==> src/rtl/fpu_status_pkg.sv <==
package fpu_status_pkg;
  localparam int NUM_EXC  = 6;
  localparam int TOP_W    = 3;
  localparam int STATUS_W = 16;
  localparam int CC_W     = 4;

  // Bit positions inside the status word
  localparam int SB_STKF  = 6;
  localparam int SB_SUMM  = 7;
  localparam int SB_C0    = 8;
  localparam int SB_C1    = 9;
  localparam int SB_C2    = 10;
  localparam int SB_TOPLO = 11;
  localparam int SB_C3    = 14;
  localparam int SB_BUSY  = 15;

  typedef enum logic [1:0] {
    CMP_GT = 2'b00,
    CMP_LT = 2'b01,
    CMP_EQ = 2'b10,
    CMP_UN = 2'b11
  } cmp_res_e;

  typedef struct packed {
    logic c3;
    logic c2;
    logic c1;
    logic c0;
  } ccode_t;
endpackage

==> src/rtl/fpu_exc_flags.sv <==
module fpu_exc_flags #(
  parameter int NUM_EXC = fpu_status_pkg::NUM_EXC
) (
  input  logic               clk,
  input  logic               rst,
  input  logic [NUM_EXC-1:0] evt,
  input  logic               clr,
  output logic [NUM_EXC-1:0] flags,
  output logic [NUM_EXC-1:0] flags_nx,
  output logic               summary
);
  logic [NUM_EXC-1:0] flag_q;
  logic               summ_q;

  // One sticky cell per exception; a new event beats a clear
  for (genvar i = 0; i < NUM_EXC; i++) begin : g_cell
    always_comb begin
      if (evt[i])   flags_nx[i] = 1'b1;
      else if (clr) flags_nx[i] = 1'b0;
      else          flags_nx[i] = flag_q[i];
    end

    always_ff @(posedge clk) begin
      if (rst) flag_q[i] <= 1'b0;
      else     flag_q[i] <= flags_nx[i];
    end
  end

  always_ff @(posedge clk) begin
    if (rst) summ_q <= 1'b0;
    else     summ_q <= |flags_nx;
  end

  assign flags   = flag_q;
  assign summary = summ_q;

  AST_EVENT_RECORDED: assert property (@(posedge clk) disable iff (rst)
    (evt != '0) |=> ((flags & $past(evt)) == $past(evt)));
  AST_FLAG_STICKY: assert property (@(posedge clk) disable iff (rst)
    !clr |=> ((flags & $past(flags)) == $past(flags)));
  AST_SUMMARY_OR: assert property (@(posedge clk) disable iff (rst)
    summary == (|flags));
  AST_CLEAR_EMPTIES: assert property (@(posedge clk) disable iff (rst)
    (clr && (evt == '0)) |=> (flags == '0));
endmodule

==> src/rtl/fpu_cond_codes.sv <==
module fpu_cond_codes
  import fpu_status_pkg::*;
(
  input  logic       clk,
  input  logic       rst,
  input  logic       sf_evt,
  input  logic       sf_ovf,
  input  logic       clr,
  input  logic       cmp_valid,
  input  logic [1:0] cmp_res,
  input  logic       cc_we,
  input  logic [3:0] cc_in,
  output ccode_t     cc,
  output logic       sf_flag
);
  ccode_t cc_q, cc_n;
  logic   sf_q;

  // Priority, lowest first: direct write, comparison, stack fault direction
  always_comb begin
    cc_n = cc_q;
    if (cc_we) cc_n = ccode_t'(cc_in);
    if (cmp_valid) begin
      cc_n.c1 = 1'b0;
      unique case (cmp_res_e'(cmp_res))
        CMP_GT: {cc_n.c3, cc_n.c2, cc_n.c0} = 3'b000;
        CMP_LT: {cc_n.c3, cc_n.c2, cc_n.c0} = 3'b001;
        CMP_EQ: {cc_n.c3, cc_n.c2, cc_n.c0} = 3'b100;
        CMP_UN: {cc_n.c3, cc_n.c2, cc_n.c0} = 3'b111;
        default: ;
      endcase
    end
    if (sf_evt) cc_n.c1 = sf_ovf;
  end

  always_ff @(posedge clk) begin
    if (rst) begin
      cc_q <= '0;
      sf_q <= 1'b0;
    end else begin
      cc_q <= cc_n;
      if (sf_evt)   sf_q <= 1'b1;
      else if (clr) sf_q <= 1'b0;
    end
  end

  assign cc      = cc_q;
  assign sf_flag = sf_q;

  AST_STKF_DIRECTION: assert property (@(posedge clk) disable iff (rst)
    sf_evt |=> (sf_flag && (cc.c1 == $past(sf_ovf))));
  AST_STKF_STICKY: assert property (@(posedge clk) disable iff (rst)
    (sf_flag && !clr) |=> sf_flag);
  AST_CMP_CLEARS_C1: assert property (@(posedge clk) disable iff (rst)
    (cmp_valid && !sf_evt) |=> !cc.c1);
  AST_CMP_UNORDERED: assert property (@(posedge clk) disable iff (rst)
    (cmp_valid && (cmp_res == 2'b11)) |=> (cc.c3 && cc.c2 && cc.c0));
  AST_DIRECT_WRITE: assert property (@(posedge clk) disable iff (rst)
    (cc_we && !cmp_valid && !sf_evt) |=> (cc == $past(cc_in)));
endmodule

==> src/rtl/fpu_irq_gen.sv <==
module fpu_irq_gen #(
  parameter int NUM_EXC = fpu_status_pkg::NUM_EXC
) (
  input  logic               clk,
  input  logic               rst,
  input  logic [NUM_EXC-1:0] flags_nx,
  input  logic [NUM_EXC-1:0] mask,
  output logic               irq
);
  logic [NUM_EXC-1:0] live;
  logic               irq_q;

  for (genvar i = 0; i < NUM_EXC; i++) begin : g_live
    assign live[i] = flags_nx[i] & ~mask[i];
  end

  always_ff @(posedge clk) begin
    if (rst) irq_q <= 1'b0;
    else     irq_q <= |live;
  end

  assign irq = irq_q;
endmodule

==> src/rtl/fpu_status_unit.sv <==
module fpu_status_unit
  import fpu_status_pkg::*;
(
  input  logic                clk,
  input  logic                rst,
  input  logic [NUM_EXC-1:0]  exc_evt,
  input  logic                stk_fault_evt,
  input  logic                stk_fault_ovf,
  input  logic                cmp_valid,
  input  logic [1:0]          cmp_res,
  input  logic                cc_we,
  input  logic [CC_W-1:0]     cc_in,
  input  logic [TOP_W-1:0]    top_in,
  input  logic                busy_in,
  input  logic [NUM_EXC-1:0]  ctrl_mask,
  input  logic                clr_exc,
  output logic [STATUS_W-1:0] status_word,
  output logic                irq
);
  logic [NUM_EXC-1:0] flags, flags_nx;
  logic               summary, sf_flag;
  ccode_t             cc;
  logic [TOP_W-1:0]   top_q;
  logic               busy_q;

  fpu_exc_flags #(.NUM_EXC(NUM_EXC)) u_flags (
    .clk(clk), .rst(rst), .evt(exc_evt), .clr(clr_exc),
    .flags(flags), .flags_nx(flags_nx), .summary(summary)
  );

  fpu_cond_codes u_cc (
    .clk(clk), .rst(rst), .sf_evt(stk_fault_evt), .sf_ovf(stk_fault_ovf),
    .clr(clr_exc), .cmp_valid(cmp_valid), .cmp_res(cmp_res),
    .cc_we(cc_we), .cc_in(cc_in), .cc(cc), .sf_flag(sf_flag)
  );

  fpu_irq_gen #(.NUM_EXC(NUM_EXC)) u_irq (
    .clk(clk), .rst(rst), .flags_nx(flags_nx), .mask(ctrl_mask), .irq(irq)
  );

  always_ff @(posedge clk) begin
    if (rst) begin
      top_q  <= '0;
      busy_q <= 1'b0;
    end else begin
      top_q  <= top_in;
      busy_q <= busy_in;
    end
  end

  assign status_word = {busy_q, cc.c3, top_q, cc.c2, cc.c1, cc.c0,
                        summary, sf_flag, flags};

  AST_UNMASKED_RAISES: assert property (@(posedge clk) disable iff (rst)
    ((exc_evt & ~ctrl_mask) != '0) |=> irq);
  AST_CLEAR_DROPS_IRQ: assert property (@(posedge clk) disable iff (rst)
    (clr_exc && (exc_evt == '0)) |=> !irq);
  AST_TOP_FOLLOWS: assert property (@(posedge clk) disable iff (rst)
    1'b1 |=> (status_word[SB_TOPLO +: TOP_W] == $past(top_in)
              && status_word[SB_BUSY] == $past(busy_in)));
  AST_RESET_ZERO: assert property (@(posedge clk)
    rst |=> (status_word == '0 && !irq));
endmodule

==> config.mk <==
export PLATFORM = sky130hd
export DESIGN_NAME = fpu_status_unit
export DESIGN_NICKNAME = d
export VERILOG_FILES = /design/src/rtl/fpu_status_pkg.sv /design/src/rtl/fpu_exc_flags.sv /design/src/rtl/fpu_cond_codes.sv /design/src/rtl/fpu_irq_gen.sv /design/src/rtl/fpu_status_unit.sv
export SDC_FILE = /design/constraint.sdc
export NUM_CORES = 1
export LEC_CHECK = 0
export ABC_CLOCK_PERIOD_IN_PS = 1800
export BUFFER_PORTS_ARGS = -buffer_cell sky130_fd_sc_hd__buf_2
export CAP_MARGIN = 25
export CORE_UTILIZATION = 40
export CTS_BUF_LIST = sky130_fd_sc_hd__clkbuf_16
export DETAILED_ROUTE_END_ITERATION = 10
export PLACE_DENSITY = 0.77
export SYNTH_ARGS = -nofsm -noshare
export SYNTH_HDL_FRONTEND = slang
export SYNTH_HIERARCHICAL = 1
export SYNTH_SLANG_ARGS = --single-unit
export TNS_END_PERCENT = 1
==> constraint.sdc <==
create_clock -name clk -period 1.8 [get_ports clk]
set_input_delay 0.27 -clock clk [delete_from_list [all_inputs] [get_ports clk]]
set_output_delay 0.27 -clock clk [all_outputs]
set_load 0.01 [all_outputs]
==> run metrics, run 1 <==
DR iter-0 viols=8; CP top delay family=compound AO/OA/AOI/OAI gates; # DRC=2; power density cells=965 nW/um^2; Post-Syn Area per Cell=10.1 um^2; Num CTS Buffers=3; cell row count=14; Synth top cells by count=dfxtp_1 (17), nor2b_1 (13), inv_1 (4), mux2i_1 (4); Ys Warns=6; Tcrit/Tclk final=65.4%; Finish-stage setup viols=0; CTS H-tree lvls=1; Slew @ Worst Pin=0.314 ns; hpwl dp=1140 um; CP bufs+invs=0; CTS tree=built; post-synthesis register bit count=17; PnR Total Power=0.967 mW; router iterations before antenna repair=9; leak pwr=0.520 nW; critical path arrival=1.29 ns; Syn Inst Count=70; first-pass GRT wire length=2070 um; GR Util All Layers=14.5%; Synthesized Nets=99; met2 routed WL=641 um; max-cap violation count=0; Critical Path RT=1.92 ns; Slowest Stage Delay on Critical Path=0.33 ns; area grow syn2layout=42.0%; Max VDD drop=0.495 mV; WL met1=636 um; Clock Path Buffers=2; ant diodes=0; clk_lat worst skew=0.24 ns; Wirelength per Cell=10.7 um; Primary FF master, synth=dfxtp_1; post-route ant nets=0; Die Ht=44 um; uppermost routed layer=met4; Initial Util=44.8%; GP Congestion=0.733; Layout fillers=145; Worst Setup End Kind=flop; Rel. slew slack=79.0%; Period minus WS final=1.18 ns; HP Class=in -> reg; setup TNS=0 ns; Crit Path Max Fanout=3; post-route clock skew=0.00160 ns; WS Path Type=reg -> reg; Reg clk slew, reported paths=0.05 ns; Yosys top cell area share=48.2%; via count=620; Pins Over Slew Limit=0; CTS Root Cell=clkbuf_16; Routed met3 length=113 um; largest net degree at the start of global routing=19; post-synth cell types=22; cell-by-cell trace of the critical path=a21o_1 -> nor2b_4 -> a2111oi_2 -> a31oi_1; die width=44 um; Slowest cell on crit path=a2111oi_2; Layout Nets=145; initial antenna violation count=0; routed wire length=1400 um; via/cell ratio=4.73; most common cell in the netlist=dfxtp_1; IO Port Bufs=45; post-cts gate resize count=0; Multi-input gate area=315 um^2; core area=1580 um^2; register area share after synthesis=48.2%; RSZ-0062 raised after global routing=false; hold_buf cts=0; clock net sink count=17; Reg area=340 um^2; critical path startpoint category=flop; final hold vios=0; die area=1940 um^2; EDFF count, synth=0; Syn Std Cell Area=706 um^2; GRT Residual Overflow=0; FMAX=849 MHz; layout cells sized above 1=47.0%; leading area contributor after synthesis=dfxtp_1; status=finished with violations; fraction of registers with async set/reset=0%; vias in the first global route=525; setup bufs post-CTS=0; Synth area leaders=dfxtp_1 (48%), nor2b_1 (12%), mux2i_1 (5.7%); io pins=46; failing checks=DRC
## power by group
| group | internal, mW | switching [mW] | leakage [nW] |
|---|---|---|---|
| sequential | 0.402 | 0.0104 | 0.142 |
| combinational | 0.0699 | 0.0649 | 0.336 |
| clock | 0.294 | 0.126 | 0.0423 |
| total | 0.765 | 0.202 | 0.520 |
## layout make-up
type / instances / area share, %
Clock buffer: 3 / 7.49
Clock inverter: 1 / 0.375
Inverter: 6 / 2.25
Multi-Input combinational cell: 43 / 31.5
Sequential cell: 17 / 34.0
Tap cell: 16 / 2.00
Timing Repair Buffer: 45 / 22.5
## sequential cells by signal, summed over array words and instances, names as in the netlist
signal / count
u_flags/summary: 1
busy_q: 1
top_q: 3
u_cc/sf_flag: 1
u_irq/irq: 1
u_cc/cc: 4
u_flags/flags: 6
## cells by family (layout without fill, tap and decap cells)
kind of cell | after synthesis | after routing | synth area share (%)
simple gates | 23 | 23 | 20.4
flops | 17 | 17 | 48.2
compound gates | 16 | 16 | 18.6
buf+inv | 10 | 55 | 7.09
mux | 4 | 4 | 5.67
## placed cells by master (no fill, tap or decap)
master,netlist,final
inv_1,4,5
buf_2,0,45
a41oi_1,1,1
or3_1,1,1
a211oi_2,1,1
nor2b_1,13,13
mux2i_1,4,4
nor2_1,2,2
nor2b_4,1,1
inv_2,2,2
clkbuf_16,0,3
nand2_1,1,1
o22ai_1,1,1
a21boi_0,1,1
nand2b_1,3,3
or2_1,2,2
a211oi_1,3,3
a21oi_1,3,3
dfxtp_1,17,17
a21o_1,3,3
a2111oi_2,2,2
a31oi_1,1,1
## metal layers
layer  global-route usage [%]  vias up
met5                        0        -
li1                         -      324
met3                     3.75        2
met4                     5.45        0
met2                     22.6       33
met1                     19.1      261
## path summary, 6_finish.rpt
check | start | to | slack [ns] | cells past startpoint
worst min register to register | u_cc/sf_flag$_SDFFE_PP0P_ | u_cc/sf_flag$_SDFFE_PP0P_ | 0.47 | 2
worst max register to register | u_flags/flags[4]$_SDFF_PP0_ | u_irq/irq$_SDFF_PP0_ | 0.62 | 4
worst max-delay path | u_flags/flags[4]$_SDFF_PP0_ | u_irq/irq$_SDFF_PP0_ | 0.62 | 4
worst min-delay path | top_in[2] | top_q[2]$_SDFF_PP0_ | 0.24 | 2
## stage by stage
step                utilization [%]  instances  hold WS [ns]  instance area, um^2  setup slack, ns
floorplan                         -         70         0.339                  706            0.651
global placement               58.6        127         0.459                  923            0.488
detailed placement             58.6        127         0.466                  923            0.448
CTS                            63.6        131         0.238                 1000            0.611
global route                   63.6        131         0.255                 1000            0.579
finish                         63.6        131         0.238                 1000            0.623
(Power assumes the default switching activity.)
==> inputs of run 2 (changes only) <==
Settings changed: ABC_CLOCK_PERIOD_IN_PS 1800 to 1170.
Clock period 1.8 ns to 1.17 ns, I/O delays scaled along.
==> run 2 against run 1 <==
The flow still finishes with violations (DRC). Non-clock buffer count is 5 higher. Final cell count is 3.8% higher. Critical path depth stayed put. Critical endpoint unchanged. Largest cell class unchanged. Highest routed layer unchanged.
==> run metrics, run 2 (synthesized netlist as in run 1, its figures left out) <==
max-cap violation count=0 (unchanged); vias in the first global route=601 (+14%); GP Congestion=0.738 (+0.79%); Multi-input gate area=339 um^2 (+7.5%); worst r2r src=u_flags/flags[0]$_SDFF_PP0_; Logic pwr share=15.5% (+1.6 points); Pint=1.20 mW (+56%); Net Sw Frac=21.1% (+0.26 points); die area=1940 um^2 (unchanged); Seq pwr share=41.8% (-0.8 points); Tcrit/Tclk final=97.5% (+32 points); Reg2Reg Depth=4 (unchanged); switching pwr=0.320 mW (+59%); critical path arrival=1.26 ns (-0.03 ns); Hold Path Stages=2 (unchanged); Final WS setup=0.0294 ns (-0.593 ns); Reg clk slew, reported paths=0.05 ns (about the same); Post-Place Setup Slack=-0.0566 ns (-0.504 ns); post-route ant nets=0 (unchanged); max FFs per register=6 (unchanged); final hold vios=0 (unchanged); via/cell ratio=4.77 (+0.83%); area grow syn2layout=51.1%; cell row count=14 (unchanged); Period minus WS final=1.14 ns (-0.0368 ns); DR iter-0 viols=9 (+1); WHS Endpoint=busy_q$_SDFF_PP0_; Worst Setup End Kind=flop; reg-to-reg slack, setup=0.03 ns (-0.59 ns); Slew @ Worst Pin=0.307 ns (-0.00716 ns); CTS H-tree lvls=1 (unchanged); post-route clock skew=0.000680 ns (-0.000923 ns); die width=44 um (unchanged); # DRC=1 (-1); first-pass GRT wire length=2460 um (+19%); IO Port Bufs=45 (unchanged); power density cells=1420 nW/um^2 (+47%); critical path startpoint category=flop; GRT Residual Overflow=0 (unchanged); GR Util All Layers=17.4% (+2.9 points); RR Endpoint=u_irq/irq$_SDFF_PP0_; Critical Path RT=1.29 ns (-0.63 ns); Clk pwr share=42.7% (-0.7 points); via count=649 (+4.7%); Num CTS Buffers=3 (unchanged); leak pwr=0.553 nW (+6.2%); failing checks=DRC; setup TNS=0 ns (unchanged); HP Class=in -> reg; FMAX=877 MHz (+3.2%); commonest non-fill, non-tap cell in the layout=buf_2; most frequent cells in the layout=buf_2 (45), dfxtp_1 (15), nor2b_1 (12), inv_1 (5), buf_4 (5); Max VDD drop=0.653 mV (+32%); Wirelength per Cell=11.2 um (+4.7%); Rel. slew slack=79.5% (+0.44 points); routed wire length=1520 um (+8.7%); layout cells sized above 1=52.5% (+5.5 points); Hold Startpoint=busy_in; CTS tree=built; ant diodes=0 (unchanged); initial antenna violation count=0 (unchanged); hpwl dp=1170 um (+2.5%); Crit Path Max Fanout=2 (-1); Clock Path Buffers=2 (unchanged); Pins Over Slew Limit=0 (unchanged); clk_lat worst skew=0.24 ns (about the same); Layout fillers=135 (-6.9%); largest net degree at the start of global routing=12 (-7); Initial Util=44.8% (unchanged); Reg area=343 um^2 (+0.74%); Layout Nets=150 (+3.4%); io pins=46 (unchanged); Finish-stage setup viols=0 (unchanged); router iterations before antenna repair=8 (-1); Die Ht=44 um (unchanged); core area=1580 um^2 (unchanged); clock net sink count=17 (unchanged); WS Path Type=reg -> reg; CTS Root Cell=clkbuf_16; status=finished with violations; RSZ-0062 raised after global routing=true
## run 2: stage by stage
step | util, % | area [um^2] | cells | hold WS, ns | total power [mW]
finish | 67.6 | 1070 | 136 | 0.144 | 1.52
global route | 67.6 | 1070 | 136 | 0.153 | 1.59
CTS | 66.6 | 1050 | 136 | 0.143 | 1.53
detailed placement | 60.5 | 953 | 131 | 0.392 | 0.864
global placement | 60.5 | 953 | 131 | 0.383 | 0.859
floorplan | - | 706 | 70 | 0.245 | 0.755
## run 2: worst max-delay path by stage
stage	startpoint	end	slack, ns	cells after the start
after detailed placement	clr_exc	u_irq/irq$_SDFF_PP0_	-0.06	6
final	u_flags/flags[0]$_SDFF_PP0_	u_irq/irq$_SDFF_PP0_	0.03	4
after CTS	u_flags/flags[0]$_SDFF_PP0_	u_irq/irq$_SDFF_PP0_	0.01	4
after floorplan	u_flags/flags[4]$_SDFF_PP0_	u_irq/irq$_SDFF_PP0_	0.03	4
after global routing	u_flags/flags[0]$_SDFF_PP0_	u_irq/irq$_SDFF_PP0_	-0.009	4
after global placement	clr_exc	u_irq/irq$_SDFF_PP0_	-0.03	6
## run 2: critical path, cell delays in order, from the launching register on
cell	delay, ns
dfxtp_2	0.31
a21o_1	0.16
nor2b_4	0.13
a2111oi_4	0.30
a31oi_1	0.12
## run 2: area by class of cell
cell class	count	area share [%]
repair buffers	50	24.6
clock inverters	1	0.352
flip-flops and latches	17	32.2
clock buffers	3	7.04
multi-input cells	43	31.8
well taps	16	1.88
inverters	6	2.11
## run 2: repair_timing
action / in CTS / in global routing
setup endpoints to repair: 1 / 1
pin swaps: 3 / 2
setup buffers: 1 / 0
hold buffers: 0 / 0
gates resized for setup: 4 / 2
## run 2: metal layers
metal  part of all wire, %  up-vias  wire length (um)  global-route usage (%)
li1                      -      338                 -                       -
met1                    40      276               612                    20.2
met2                    51       33               773                    30.0
met3                   8.4        2               128                    3.33
met4                  0.59        0                 9                    9.09
met5                     0        -                 0                       0
## run 2: power groups by stage
| stage | clock [mW] | sequential (mW) | combinational (mW) |
|---|---|---|---|
| finish | 0.647 | 0.634 | 0.235 |
| global route | 0.700 | 0.637 | 0.256 |
| CTS | 0.664 | 0.634 | 0.228 |
| floorplan | 0 | 0.661 | 0.0947 |
| global placement | 0 | 0.643 | 0.216 |
| detailed placement | 0 | 0.645 | 0.219 |
